<file path="src/rtl/lsu_pkg.sv">
package lsu_pkg;
   localparam int REG_W = 5;
   localparam int IMM_W = 16;
   localparam int OPC_W = 6;

   localparam logic [OPC_W-1:0] OPC_LOAD_WU  = 6'h21;
   localparam logic [OPC_W-1:0] OPC_LOAD_WS  = 6'h22;
   localparam logic [OPC_W-1:0] OPC_LOAD_BU  = 6'h23;
   localparam logic [OPC_W-1:0] OPC_LOAD_BS  = 6'h24;
   localparam logic [OPC_W-1:0] OPC_LOAD_HU  = 6'h25;
   localparam logic [OPC_W-1:0] OPC_LOAD_HS  = 6'h26;
   localparam logic [OPC_W-1:0] OPC_STORE_W  = 6'h35;
   localparam logic [OPC_W-1:0] OPC_STORE_B  = 6'h36;
   localparam logic [OPC_W-1:0] OPC_STORE_H  = 6'h37;

   typedef enum logic [1:0] {
      SZ_BYTE = 2'd0,
      SZ_HALF = 2'd1,
      SZ_WORD = 2'd2
   } acc_size_e;

   typedef struct packed {
      logic             is_load;
      logic             is_store;
      logic             illegal;
      acc_size_e        size;
      logic             sext;
      logic [REG_W-1:0] rd;
      logic [REG_W-1:0] ra;
      logic [REG_W-1:0] rb;
      logic [IMM_W-1:0] imm;
   } dec_t;
endpackage

</file>
<file path="src/rtl/lsu_decode.sv">
module lsu_decode
   import lsu_pkg::*;
(
   input  logic [31:0] insn,
   output dec_t        dec
);
   logic [OPC_W-1:0] opc;
   assign opc = insn[31:26];

   always_comb begin
      dec          = '0;
      dec.size     = SZ_WORD;
      dec.rd       = insn[25:21];
      dec.ra       = insn[20:16];
      dec.rb       = insn[15:11];
      unique case (opc)
         OPC_LOAD_WU: begin dec.is_load = 1'b1; dec.size = SZ_WORD;                   end
         OPC_LOAD_WS: begin dec.is_load = 1'b1; dec.size = SZ_WORD; dec.sext = 1'b1;  end
         OPC_LOAD_BU: begin dec.is_load = 1'b1; dec.size = SZ_BYTE;                   end
         OPC_LOAD_BS: begin dec.is_load = 1'b1; dec.size = SZ_BYTE; dec.sext = 1'b1;  end
         OPC_LOAD_HU: begin dec.is_load = 1'b1; dec.size = SZ_HALF;                   end
         OPC_LOAD_HS: begin dec.is_load = 1'b1; dec.size = SZ_HALF; dec.sext = 1'b1;  end
         OPC_STORE_W: begin dec.is_store = 1'b1; dec.size = SZ_WORD;                  end
         OPC_STORE_B: begin dec.is_store = 1'b1; dec.size = SZ_BYTE;                  end
         OPC_STORE_H: begin dec.is_store = 1'b1; dec.size = SZ_HALF;                  end
         default:     dec.illegal = 1'b1;
      endcase
      // stores split the offset: high five bits sit where loads keep rd
      dec.imm = dec.is_store ? {insn[25:21], insn[10:0]} : insn[15:0];
   end
endmodule

</file>
<file path="src/rtl/lsu_agen.sv">
module lsu_agen
   import lsu_pkg::*;
#(
   parameter int DATA_W      = 32,
   parameter int ADDR_W      = 32,
   parameter bit CHECK_ALIGN = 1'b1,
   localparam int LANES      = DATA_W / 8,
   localparam int LB         = $clog2(LANES)
) (
   input  logic              clk,
   input  logic              rst_n,
   input  logic              active,
   input  logic [DATA_W-1:0] base,
   input  logic [IMM_W-1:0]  imm,
   input  acc_size_e         size,
   input  logic [DATA_W-1:0] store_data,
   output logic [ADDR_W-1:0] addr,
   output logic [LB-1:0]     lane_off,
   output logic [LANES-1:0]  be,
   output logic [DATA_W-1:0] wdata,
   output logic              misaligned
);
   logic [ADDR_W-1:0] imm_ext;
   assign imm_ext  = {{(ADDR_W-IMM_W){imm[IMM_W-1]}}, imm};
   assign addr     = base[ADDR_W-1:0] + imm_ext;
   assign lane_off = addr[LB-1:0];

   generate
      if (CHECK_ALIGN) begin : g_align
         always_comb begin
            unique case (size)
               SZ_HALF: misaligned = addr[0];
               SZ_WORD: misaligned = |addr[LB-1:0];
               default: misaligned = 1'b0;
            endcase
         end
      end else begin : g_noalign
         assign misaligned = 1'b0;
      end

      for (genvar i = 0; i < LANES; i++) begin : g_lane
         localparam logic [LB-1:0] IDX = LB'(i);
         logic sel;
         always_comb begin
            unique case (size)
               SZ_BYTE: sel = (lane_off == IDX);
               SZ_HALF: sel = (lane_off[LB-1:1] == IDX[LB-1:1]);
               default: sel = 1'b1;
            endcase
         end
         // lane i is address offset i, stored in the i-th most significant byte
         assign be[LANES-1-i] = sel;
         always_comb begin
            unique case (size)
               SZ_BYTE: wdata[DATA_W-1-8*i -: 8] = store_data[7:0];
               SZ_HALF: wdata[DATA_W-1-8*i -: 8] = (i % 2 == 0) ? store_data[15:8]
                                                                 : store_data[7:0];
               default: wdata[DATA_W-1-8*i -: 8] = store_data[DATA_W-1-8*i -: 8];
            endcase
         end
      end
   endgenerate

   AST_BYTE_ONE_LANE: assert property (@(posedge clk) disable iff (!rst_n)
      (active && size == SZ_BYTE) |-> ($countones(be) == 1));
   AST_WORD_ALL_LANES: assert property (@(posedge clk) disable iff (!rst_n)
      (active && size == SZ_WORD) |-> (&be));
endmodule

</file>
<file path="src/rtl/lsu_extract.sv">
module lsu_extract
   import lsu_pkg::*;
#(
   parameter int DATA_W = 32,
   localparam int LANES = DATA_W / 8,
   localparam int LB    = $clog2(LANES)
) (
   input  logic [DATA_W-1:0] rdata,
   input  logic [LB-1:0]     lane_off,
   input  acc_size_e         size,
   input  logic              sext,
   output logic [DATA_W-1:0] data
);
   logic [DATA_W-1:0] shifted;
   logic [7:0]        byte_v;
   logic [15:0]       half_v;

   // bring the addressed lane to the top, big-endian
   assign shifted = rdata << {lane_off, 3'b000};
   assign byte_v  = shifted[DATA_W-1 -: 8];
   assign half_v  = shifted[DATA_W-1 -: 16];

   always_comb begin
      unique case (size)
         SZ_BYTE: data = {{(DATA_W-8){sext & byte_v[7]}}, byte_v};
         SZ_HALF: data = {{(DATA_W-16){sext & half_v[15]}}, half_v};
         default: data = rdata;
      endcase
   end
endmodule

</file>
<file path="src/rtl/mem_access_unit.sv">
module mem_access_unit
   import lsu_pkg::*;
#(
   parameter int DATA_W      = 32,
   parameter int ADDR_W      = 32,
   parameter bit CHECK_ALIGN = 1'b1,
   localparam int LANES      = DATA_W / 8,
   localparam int LB         = $clog2(LANES)
) (
   input  logic              clk,
   input  logic              rst_n,
   input  logic              insn_valid,
   input  logic [31:0]       insn,
   output logic [REG_W-1:0]  rf_a_idx,
   output logic [REG_W-1:0]  rf_b_idx,
   input  logic [DATA_W-1:0] rf_a_data,
   input  logic [DATA_W-1:0] rf_b_data,
   output logic              mem_req,
   output logic              mem_we,
   output logic [ADDR_W-1:0] mem_addr,
   output logic [LANES-1:0]  mem_be,
   output logic [DATA_W-1:0] mem_wdata,
   input  logic [DATA_W-1:0] mem_rdata,
   output logic              wb_en,
   output logic [REG_W-1:0]  wb_idx,
   output logic [DATA_W-1:0] wb_data,
   output logic              misalign_o,
   output logic              illegal_o
);
   generate
      if (DATA_W != 32) begin : g_bad_data_w
         $error("mem_access_unit: DATA_W must be 32");
      end
      if (ADDR_W < IMM_W || ADDR_W > DATA_W) begin : g_bad_addr_w
         $error("mem_access_unit: ADDR_W must lie between IMM_W and DATA_W");
      end
   endgenerate

   dec_t            dec;
   logic            is_mem;
   logic            misaligned;
   logic [LB-1:0]   lane_off;

   logic            ld_pend;
   logic [REG_W-1:0] ld_idx;
   acc_size_e       ld_size;
   logic            ld_sext;
   logic [LB-1:0]   ld_off;
   logic            mis_q;
   logic            ill_q;

   lsu_decode u_dec (
      .insn (insn),
      .dec  (dec)
   );

   assign rf_a_idx = dec.ra;
   assign rf_b_idx = dec.rb;
   assign is_mem   = insn_valid && (dec.is_load || dec.is_store);

   lsu_agen #(
      .DATA_W      (DATA_W),
      .ADDR_W      (ADDR_W),
      .CHECK_ALIGN (CHECK_ALIGN)
   ) u_agen (
      .clk        (clk),
      .rst_n      (rst_n),
      .active     (mem_req),
      .base       (rf_a_data),
      .imm        (dec.imm),
      .size       (dec.size),
      .store_data (rf_b_data),
      .addr       (mem_addr),
      .lane_off   (lane_off),
      .be         (mem_be),
      .wdata      (mem_wdata),
      .misaligned (misaligned)
   );

   assign mem_req = is_mem && !misaligned;
   assign mem_we  = mem_req && dec.is_store;

   always_ff @(posedge clk or negedge rst_n) begin
      if (!rst_n) begin
         ld_pend <= 1'b0;
         ld_idx  <= '0;
         ld_size <= SZ_WORD;
         ld_sext <= 1'b0;
         ld_off  <= '0;
         mis_q   <= 1'b0;
         ill_q   <= 1'b0;
      end else begin
         ld_pend <= mem_req && dec.is_load && (dec.rd != '0);
         mis_q   <= is_mem && misaligned;
         ill_q   <= insn_valid && dec.illegal;
         if (mem_req && dec.is_load) begin
            ld_idx  <= dec.rd;
            ld_size <= dec.size;
            ld_sext <= dec.sext;
            ld_off  <= lane_off;
         end
      end
   end

   lsu_extract #(
      .DATA_W (DATA_W)
   ) u_ext (
      .rdata    (mem_rdata),
      .lane_off (ld_off),
      .size     (ld_size),
      .sext     (ld_sext),
      .data     (wb_data)
   );

   assign wb_en      = ld_pend;
   assign wb_idx     = ld_idx;
   assign misalign_o = mis_q;
   assign illegal_o  = ill_q;

   AST_WB_AFTER_LOAD: assert property (@(posedge clk) disable iff (!rst_n)
      wb_en |-> $past(mem_req && !mem_we));
   AST_WB_NOT_ZERO: assert property (@(posedge clk) disable iff (!rst_n)
      wb_en |-> (wb_idx != '0));
   AST_MISALIGN_NO_ACCESS: assert property (@(posedge clk) disable iff (!rst_n)
      misalign_o |-> $past(!mem_req));
   AST_ILLEGAL_NO_ACCESS: assert property (@(posedge clk) disable iff (!rst_n)
      illegal_o |-> $past(!mem_req));
   AST_FLAGS_EXCLUSIVE: assert property (@(posedge clk) disable iff (!rst_n)
      !(misalign_o && illegal_o));
endmodule

</file>
<file path="config.mk">
export PLATFORM = sky130hd
export DESIGN_NAME = mem_access_unit
export DESIGN_NICKNAME = d
export VERILOG_FILES = /design/src/rtl/lsu_pkg.sv /design/src/rtl/lsu_decode.sv /design/src/rtl/lsu_agen.sv /design/src/rtl/lsu_extract.sv /design/src/rtl/mem_access_unit.sv
export SDC_FILE = /design/constraint.sdc
export NUM_CORES = 1
export LEC_CHECK = 0
export BUFFER_PORTS_ARGS = -buffer_cell sky130_fd_sc_hd__buf_4
export CAP_MARGIN = 0
export CORE_AREA = 2 2 97 99
export CTS_CLUSTER_SIZE = 12
export DETAILED_ROUTE_END_ITERATION = 10
export DIE_AREA = 0 0 99 101
export PLACE_DENSITY = 0.88
export SYNTH_ARGS = -nofsm -noshare
export SYNTH_HDL_FRONTEND = slang
export SYNTH_HIERARCHICAL = 1
export SYNTH_SLANG_ARGS = --single-unit
</file>
<file path="constraint.sdc">
create_clock -name clk -period 11.8 [get_ports clk]
set_clock_uncertainty 0.15 [all_clocks]
set_input_delay 2.36 -clock clk [delete_from_list [all_inputs] [get_ports clk]]
set_output_delay 2.36 -clock clk [all_outputs]
set_load 0.03 [all_outputs]
</file>
==> implementation parameters, run 1 <==
Parameter                              Value

Status
  Result of the run    finished, final reports clean

GRT
  Maximum number of pins on one net before global-route repair    33
  Number of antenna violations at the first check in global routing    0
  Number of global-route vias before repair    4573
  First-pass GRT wire length    22100 µm
  Remaining global-route overflow    0
  Aggregate global-route resource usage    a little over a quarter

Cells and area
  Most common cell after layout, fill and taps aside    sky130_fd_sc_hd__buf_4
  Register cell area after layout    327 µm²
  Area occupied by multi-input gates    0.00344 mm²
  Post-route insts no fill    836
  Layout overhead on the synthesized area    33.3%
  Final core utilization    65.4%
  Number of nets at the end of the flow    892
  Fill cell instance count of the final layout    766
  Antenna cells    0
  Leading cell types in the layout, fill and taps excluded    240 x sky130_fd_sc_hd__buf_4, 58 x sky130_fd_sc_hd__a21oi_1, 47 x sky130_fd_sc_hd__nand2_1, 34 x sky130_fd_sc_hd__ha_1, 32 x sky130_fd_sc_hd__nor2_1
  Proportion of layout cells with a drive suffix above 1    42.6%

Floorplan
  Die outline height    101 µm
  Initial standard-cell utilization of the core    49.1%
  Die outline area    between 0.009 and 0.01 mm²
  Placeable core region    0.00898 mm²
  Io pins    between 200 and 300
  Floorplan die width    99 µm
  Number of rows in the core area    35

Synthesis
  Cell area after synthesis    ~0.0044 mm²
  Ys Warns    6
  Leading post-synthesis cells by cell area    sky130_fd_sc_hd__ha_1 9.7%, sky130_fd_sc_hd__buf_4 7.0%, sky130_fd_sc_hd__dfrtp_1 6.8%, sky130_fd_sc_hd__a21oi_1 6.6%, sky130_fd_sc_hd__mux2_4 5.1%
  Instance count of the mapped netlist    553
  Area share of the leading cell type in the synthesized netlist    ~9.7%
  Top flip-flop cell by instance count after synthesis    sky130_fd_sc_hd__dfrtp_1
  Library cell with the largest summed area after synthesis    sky130_fd_sc_hd__ha_1
  Post-synth cell types    78
  Mean cell area of the mapped netlist    7.97 µm²
  Post-Syn Nets    between 700 and 800
  Post-synthesis sequential area ratio    7.41%
  Count of flip-flops with a built-in enable after synthesis    0
  Synth Register Bits    13
  FFs w/ async S/R, synth    100%

Setup path
  CP arrival    roughly 5.6 ns
  Number of buffer and inverter instances along the worst setup path    2
  Worst path top cell family by delay    compound AO/OA/AOI/OAI gates
  CP Cell Sequence    buf_4 > nor2b_1 > o2111a_1 > mux2_4 > ha_1 > nand2_1 > o21ai_1 > nor3_1 > o31ai_1 > nor2_1 > a311oi_1 > buf_4
  WP data required    around 9.3 ns
  Crit path kind    input port to output pin
  Delay contributed by the slowest stage of the critical path    about 0.49 ns
  Flop-to-flop setup slack    a little over 10 ns
  CP Launch Type    input port
  Worst-path cell with the longest stage delay    sky130_fd_sc_hd__o2111a_1
  Critical path capture point type    output pin
  Library cell appearing most often on the critical path    sky130_fd_sc_hd__buf_4
  Crit-path max FO    17

Clock network
  TritonCTS sink count    13
  Clock tree from TritonCTS    built
  CTS buffer count    3
  Bufs on Longest Clock Path    2
  Clock insertion delay at the later pin of the skew report    approximately 0.24 ns
  Clock-pin slew of the registers on the worst-case setup and hold paths    0.06 ns
  Total number of H-tree levels    1
  Cts repair resizes    0
  Root cell of the clock tree    sky130_fd_sc_hd__clkbuf_8
  Number of buffers added to fix hold violations after cts    0
  Number of buffers added for setup after CTS    0

STA
  Number of endpoints failing setup at the final stage    0
  Slew at the pin with the worst max-slew slack    1.19 ns
  Max-slew violation total from the final report    0
  Sum of negative setup slack    0 ns
  Maximum operating frequency    123 MHz
  Time the final worst path needs with I/O delays and setup    8.15 ns
  Headroom to the max-slew limit    20.2%
  Hold Slack    0.423 ns
  Ratio of final minimum period to clock period    between 60% and 70%
  Unrepaired setup endpoints after global routing    no
  Final hold viol count    0

Power and ir drop
  Fraction of power consumed by sequential logic    12.4%
  Net Sw Power    0.416 mW
  Proportion of power drawn by the clock network    5.3%
  Switching power as a share of total power    55.3%
  Internal power    around 0.34 mW
  Combinational Power Share    between 80% and 90%
  Worst IR drop on VDD    ~0.000081 V
  Total design power    0.752 mW
  Total power per unit cell area    between 100 and 150 mW/mm²
  Leakage power summed over all cells    2.89 nW

Routing
  Detailed-route wire length per cell    ~18 µm
  Number of search-and-repair iterations in the first detailed-routing pass    5
  Mean number of vias per cell    5.89
  Aggregate routed wire length    roughly 15000 µm
  Routed via count    4922
  Antenna Violating Nets Remaining    0
  Detailed-route DRC error count    0
  Number of violations reported at the end of detailed-routing iteration 0    about 360

Place
  Count of input and output buffers    240
  Final GP Congestion    a little over 0.9
  DPL Wire Length    between 10000 and 15000 µm
  Number of placed instances with taps included    between 800 and 900

Job
  Max capacitance violation total    0

Min path
  Kind of path behind the tightest hold check    flop to flop
==> power by group through the flow <==
stage	sequential, mW	combinational (mW)	clock (mW)
after detailed placement	0.0929	0.612	0
after CTS	0.0929	0.615	0.0405
after global routing	0.0963	0.651	0.0433
after floorplan	0.0766	0.438	0
final	0.0936	0.619	0.0401
after global placement	0.0927	0.604	0
==> worst paths after layout <==
check	start	endpoint	depth (start not counted)
setup / recovery	insn[29]	mem_addr[26]	12
hold / removal	wb_idx[3]$_DFFE_PN0P_	wb_idx[3]$_DFFE_PN0P_	1
setup reg to reg	ld_off[0]$_DFFE_PN0P_	ld_off[0]$_DFFE_PN0P_	1
hold reg to reg	wb_idx[3]$_DFFE_PN0P_	wb_idx[3]$_DFFE_PN0P_	1
max in group asynchronous	rst_n	ld_size[1]$_DFFE_PN1P_	1
min in group asynchronous	rst_n	illegal_o$_DFF_PN0_	1
==> logic make-up after synthesis <==
logic type,count (synthesis),synth area share [%]
muxes,51,16.3
and+or+nand+nor,156,18.4
buffers and inverters,103,14.4
adders and majority gates,35,10.1
DFF,13,7.41
xor gates and xnor gates,27,5.37
AOI/OAI and AO/OA,168,28.0
==> Yosys cell counts (3+ instances only) <==
library cell and instances:
sky130_fd_sc_hd__inv_1 31, sky130_fd_sc_hd__o21ai_1 9, sky130_fd_sc_hd__nor4_1 4, sky130_fd_sc_hd__o22ai_1 4, sky130_fd_sc_hd__mux2i_1 10, sky130_fd_sc_hd__o21bai_1 4, sky130_fd_sc_hd__a211oi_1 4, sky130_fd_sc_hd__buf_6 10
sky130_fd_sc_hd__a21oi_1 58, sky130_fd_sc_hd__nor3_1 11, sky130_fd_sc_hd__clkbuf_1 11, sky130_fd_sc_hd__and3_1 5, sky130_fd_sc_hd__o211ai_1 5, sky130_fd_sc_hd__mux2_4 15, sky130_fd_sc_hd__xor2_1 9, sky130_fd_sc_hd__and2_1 5
sky130_fd_sc_hd__a21oi_2 4, sky130_fd_sc_hd__dfrtp_1 12, sky130_fd_sc_hd__nand3_1 7, sky130_fd_sc_hd__o21a_1 5, sky130_fd_sc_hd__o21ai_0 13, sky130_fd_sc_hd__nor2_1 32, sky130_fd_sc_hd__buf_2 8, sky130_fd_sc_hd__a21o_1 13
sky130_fd_sc_hd__mux2_2 19, sky130_fd_sc_hd__a211oi_2 5, sky130_fd_sc_hd__mux4_1 6, sky130_fd_sc_hd__xnor2_1 18, sky130_fd_sc_hd__buf_4 41, sky130_fd_sc_hd__nand2_1 47, sky130_fd_sc_hd__a22oi_1 8, sky130_fd_sc_hd__ha_1 34
sky130_fd_sc_hd__nand2b_1 3, sky130_fd_sc_hd__nor2b_1 14, sky130_fd_sc_hd__a221o_1 8, sky130_fd_sc_hd__nand4_1 10
==> flip-flops by register name, indices dropped and copies added, names as in the netlist <==
signal / count
wb_idx: 5
ld_off: 2
ld_size: 2
illegal_o: 1
ld_sext: 1
misalign_o: 1
wb_en: 1
==> through the flow <==
stage | cell area (µm²) | setup WS (ns)
floorplan | 4410 | 4.05
finish | 5870 | 3.65
CTS | 5870 | 3.70
global route | 5870 | 3.41
global placement | 5830 | 3.79
detailed placement | 5830 | 3.74
==> metal layers <==
metal  wire length, µm  global-route usage, %  up-vias  part of all wire [%]
li1                  -                      -     2347                     -
met1              6050                   35.4     2295                    40
met2              7490                   47.2      262                    50
met3              1230                   3.19       18                   8.2
met4               197                   4.85        0                   1.3
met5                 0                      0        -                     0
==> final cells by class <==
cell class	count	share of cell area, %
well taps	111	2.36
clock inverters	1	0.0852
clock buffers	3	0.703
multi-input cells	437	58.6
repair buffers	240	30.7
flip-flops and latches	13	5.56
inverters	31	1.98
(Power assumes the default switching activity.)
==> inputs of run 2 (changes only) <==
--- a/config.mk
+++ b/config.mk
@@ -7,11 +7,11 @@
 export LEC_CHECK = 0
 export BUFFER_PORTS_ARGS = -buffer_cell sky130_fd_sc_hd__buf_4
 export CAP_MARGIN = 0
-export CORE_AREA = 2 2 97 99
+export CORE_AREA = 2 2 86 121
 export CTS_CLUSTER_SIZE = 12
 export DETAILED_ROUTE_END_ITERATION = 10
-export DIE_AREA = 0 0 99 101
-export PLACE_DENSITY = 0.88
+export DIE_AREA = 0 0 88 123
+export PLACE_DENSITY = 0.82
 export SYNTH_ARGS = -nofsm -noshare
 export SYNTH_HDL_FRONTEND = slang
 export SYNTH_HIERARCHICAL = 1
==> constraint.sdc (replaced) <==
create_clock -name clk -period 7.9 [get_ports clk]
set_clock_uncertainty 0.15 [all_clocks]
set_input_delay 1.58 -clock clk [delete_from_list [all_inputs] [get_ports clk]]
set_output_delay 1.58 -clock clk [all_outputs]
set_load 0.03 [all_outputs]
==> run 2 against run 1 <==
Compared with the run above:
- die area is 8.3% higher
- clock power is 130% higher
- sequential share of layout area is 0.070 points lower
- core utilization is 4.3 points lower
- critical endpoint is now mem_addr[27]
==> implementation parameters, run 2 (synthesis gave the netlist of run 1 again) <==
Parameter                              Value

Status
  Result of the run    finished, final reports clean

Cells and area
  Number of flip-flops under the largest register name    5 (unchanged)
  Most common cell after layout, fill and taps aside    sky130_fd_sc_hd__buf_4
  Fin area    0.00595 mm² (+1.3%)
  Proportion of layout cells with a drive suffix above 1    42.5% (-0.14 points)
  Post-route insts no fill    865 (+3.5%)
  Leading cell types in the layout, fill and taps excluded    240 x sky130_fd_sc_hd__buf_4, 58 x sky130_fd_sc_hd__a21oi_1, 47 x sky130_fd_sc_hd__nand2_1, 34 x sky130_fd_sc_hd__ha_1, 32 x sky130_fd_sc_hd__nor2_1
  Layout overhead on the synthesized area    35.0%
  Number of nets at the end of the flow    892 (unchanged)

STA
  Maximum operating frequency    151 MHz
  Time the final worst path needs with I/O delays and setup    about 6.6 ns
  Final hold viol count    0 (unchanged)
  Slew at the pin with the worst max-slew slack    1.10 ns (-0.0930 ns)
  Unrepaired setup endpoints after global routing    no
  Number of endpoints failing setup at the final stage    0 (unchanged)
  Ratio of final minimum period to clock period    83.9%
  Max-slew violation total from the final report    0 (unchanged)
  Sum of negative setup slack    0 ns (unchanged)
  Hold Slack    0.361 ns (-0.0612 ns)
  Worst path setup slack after routing    1.27 ns (-2.38 ns)
  Headroom to the max-slew limit    26.4% (+6.2 points)

Routing
  Detailed-route DRC error count    0 (unchanged)
  Mean number of vias per cell    5.75 (-2.4%)
  Detailed-route wire length per cell    18.7 µm (+4.7%)
  DR WL met2    8600 µm (+15%)
  Number of search-and-repair iterations in the first detailed-routing pass    5 (unchanged)
  M1 WL    5500 µm (-9.1%)
  Aggregate routed wire length    16200 µm (+8.4%)
  Routed via count    4973 (+1.0%)
  Met3 wire length    1510 µm (+23%)
  Number of violations reported at the end of detailed-routing iteration 0    238 (-34%)
  Antenna Violating Nets Remaining    0 (unchanged)
  Top Layer Used    met4

Clock network
  Clock insertion delay at the later pin of the skew report    0.24 ns (about the same)
  Bufs on Longest Clock Path    2 (unchanged)
  Clock-pin slew of the registers on the worst-case setup and hold paths    0.04 ns (-0.02 ns)
  Number of buffers added for setup after CTS    0 (unchanged)
  Total number of H-tree levels    1 (unchanged)
  CTS buffer count    3 (unchanged)
  TritonCTS sink count    13 (unchanged)
  Root cell of the clock tree    sky130_fd_sc_hd__clkbuf_16
  Cts repair resizes    0 (unchanged)
  Clock tree from TritonCTS    built
  Number of buffers added to fix hold violations after cts    0 (unchanged)

Place
  Number of placed instances with taps included    856 (+2.9%)
  Count of input and output buffers    240 (unchanged)
  Worst Setup Slack post-DPL    1.40 ns (-2.33 ns)
  Final GP Congestion    0.950 (+2.4%)
  DPL Wire Length    13400 µm (+9.9%)
  Placed instance area    0.00586 mm² (+0.52%)

Floorplan
  Io pins    251 (unchanged)
  Initial standard-cell utilization of the core    45.3% (-3.8 points)
  Die outline height    123 µm (+22%)
  Placeable core region    0.00974 mm² (+8.5%)
  Number of rows in the core area    43 (+23%)
  Floorplan die width    88 µm (-11%)
  Die outline area    0.0108 mm² (+8.3%)

Setup path
  Crit-path max FO    17 (unchanged)
  Crit path kind    input port to output pin
  Critical path capture point type    output pin
  Library cell appearing most often on the critical path    sky130_fd_sc_hd__buf_4
  Worst path top cell family by delay    compound AO/OA/AOI/OAI gates
  CP arrival    4.90 ns (-0.74 ns)
  Worst-path cell with the longest stage delay    sky130_fd_sc_hd__ha_1
  Number of buffer and inverter instances along the worst setup path    2 (unchanged)
  CP Launch Type    input port
  CP Cell Sequence    buf_4 > nor2b_1 > o2111a_1 > mux2_4 > ha_1 > nand4_1 > nor3_1 > o21ai_0 > o21ai_1 > a31o_1 > xnor2_1 > buf_4
  Delay contributed by the slowest stage of the critical path    0.53 ns (+0.04 ns)
  WP data required    6.17 ns (-3.12 ns)

GRT
  Maximum number of pins on one net before global-route repair    33 (unchanged)
  Aggregate global-route resource usage    27.7% (+0.95 points)
  Number of global-route vias before repair    4793 (+4.8%)
  First-pass GRT wire length    23800 µm (+7.5%)
  Remaining global-route overflow    0 (unchanged)
  Number of antenna violations at the first check in global routing    4 (+4)

Power and ir drop
  Worst IR drop on VDD    0.000108 V (+33%)
  Total power per unit cell area    196 mW/mm² (+53%)
  Leakage power summed over all cells    2.91 nW (+0.44%)

Job
  Max capacitance violation total    0 (unchanged)

Min path
  Kind of path behind the tightest hold check    flop to flop
[run 2: layer usage]
metal	vias to the layer above	track usage, %
met2	265	51.9
met4	0	12.6
li1	2344	-
met3	44	7.08
met5	-	0
met1	2320	28.0
[run 2: final cells by class]
type                       instances  area [µm²]
fill                             891        3790
multi-input combinational        437        3440
timing repair buffer             240        1800
sequential                        13         327
tap                              135         169
inverter                          31         116
clock buffer                       4        78.8
antenna                            5        12.5
[run 2: where the power goes]
part	switching [mW]	total, mW	internal, mW
clock network	0.0256	0.0935	0.0678
registers	0.0531	0.137	0.0838
logic	0.553	0.937	0.384
[run 2: final timing paths]
check,startpoint,depth (start not counted),slack [ns],end
max in group asynchronous,rst_n,1,6.33,ld_size[1]$_DFFE_PN1P_
max reg2reg,ld_off[0]$_DFFE_PN0P_,1,6.50,ld_off[0]$_DFFE_PN0P_
min reg2reg,wb_idx[4]$_DFFE_PN0P_,1,0.36,wb_idx[4]$_DFFE_PN0P_
min,wb_idx[4]$_DFFE_PN0P_,1,0.36,wb_idx[4]$_DFFE_PN0P_
min in group asynchronous,rst_n,1,1.03,wb_idx[2]$_DFFE_PN0P_
max,insn[29],12,1.27,mem_addr[27]
[run 2: through the flow]
stage | power (mW) | utilization (%)
final | 1.17 | 61.1
after global routing | 1.23 | 61.1
after CTS | 1.16 | 61.0
after detailed placement | 1.06 | 60.2
after global placement | 1.05 | 60.2
after floorplan | 0.768 | -
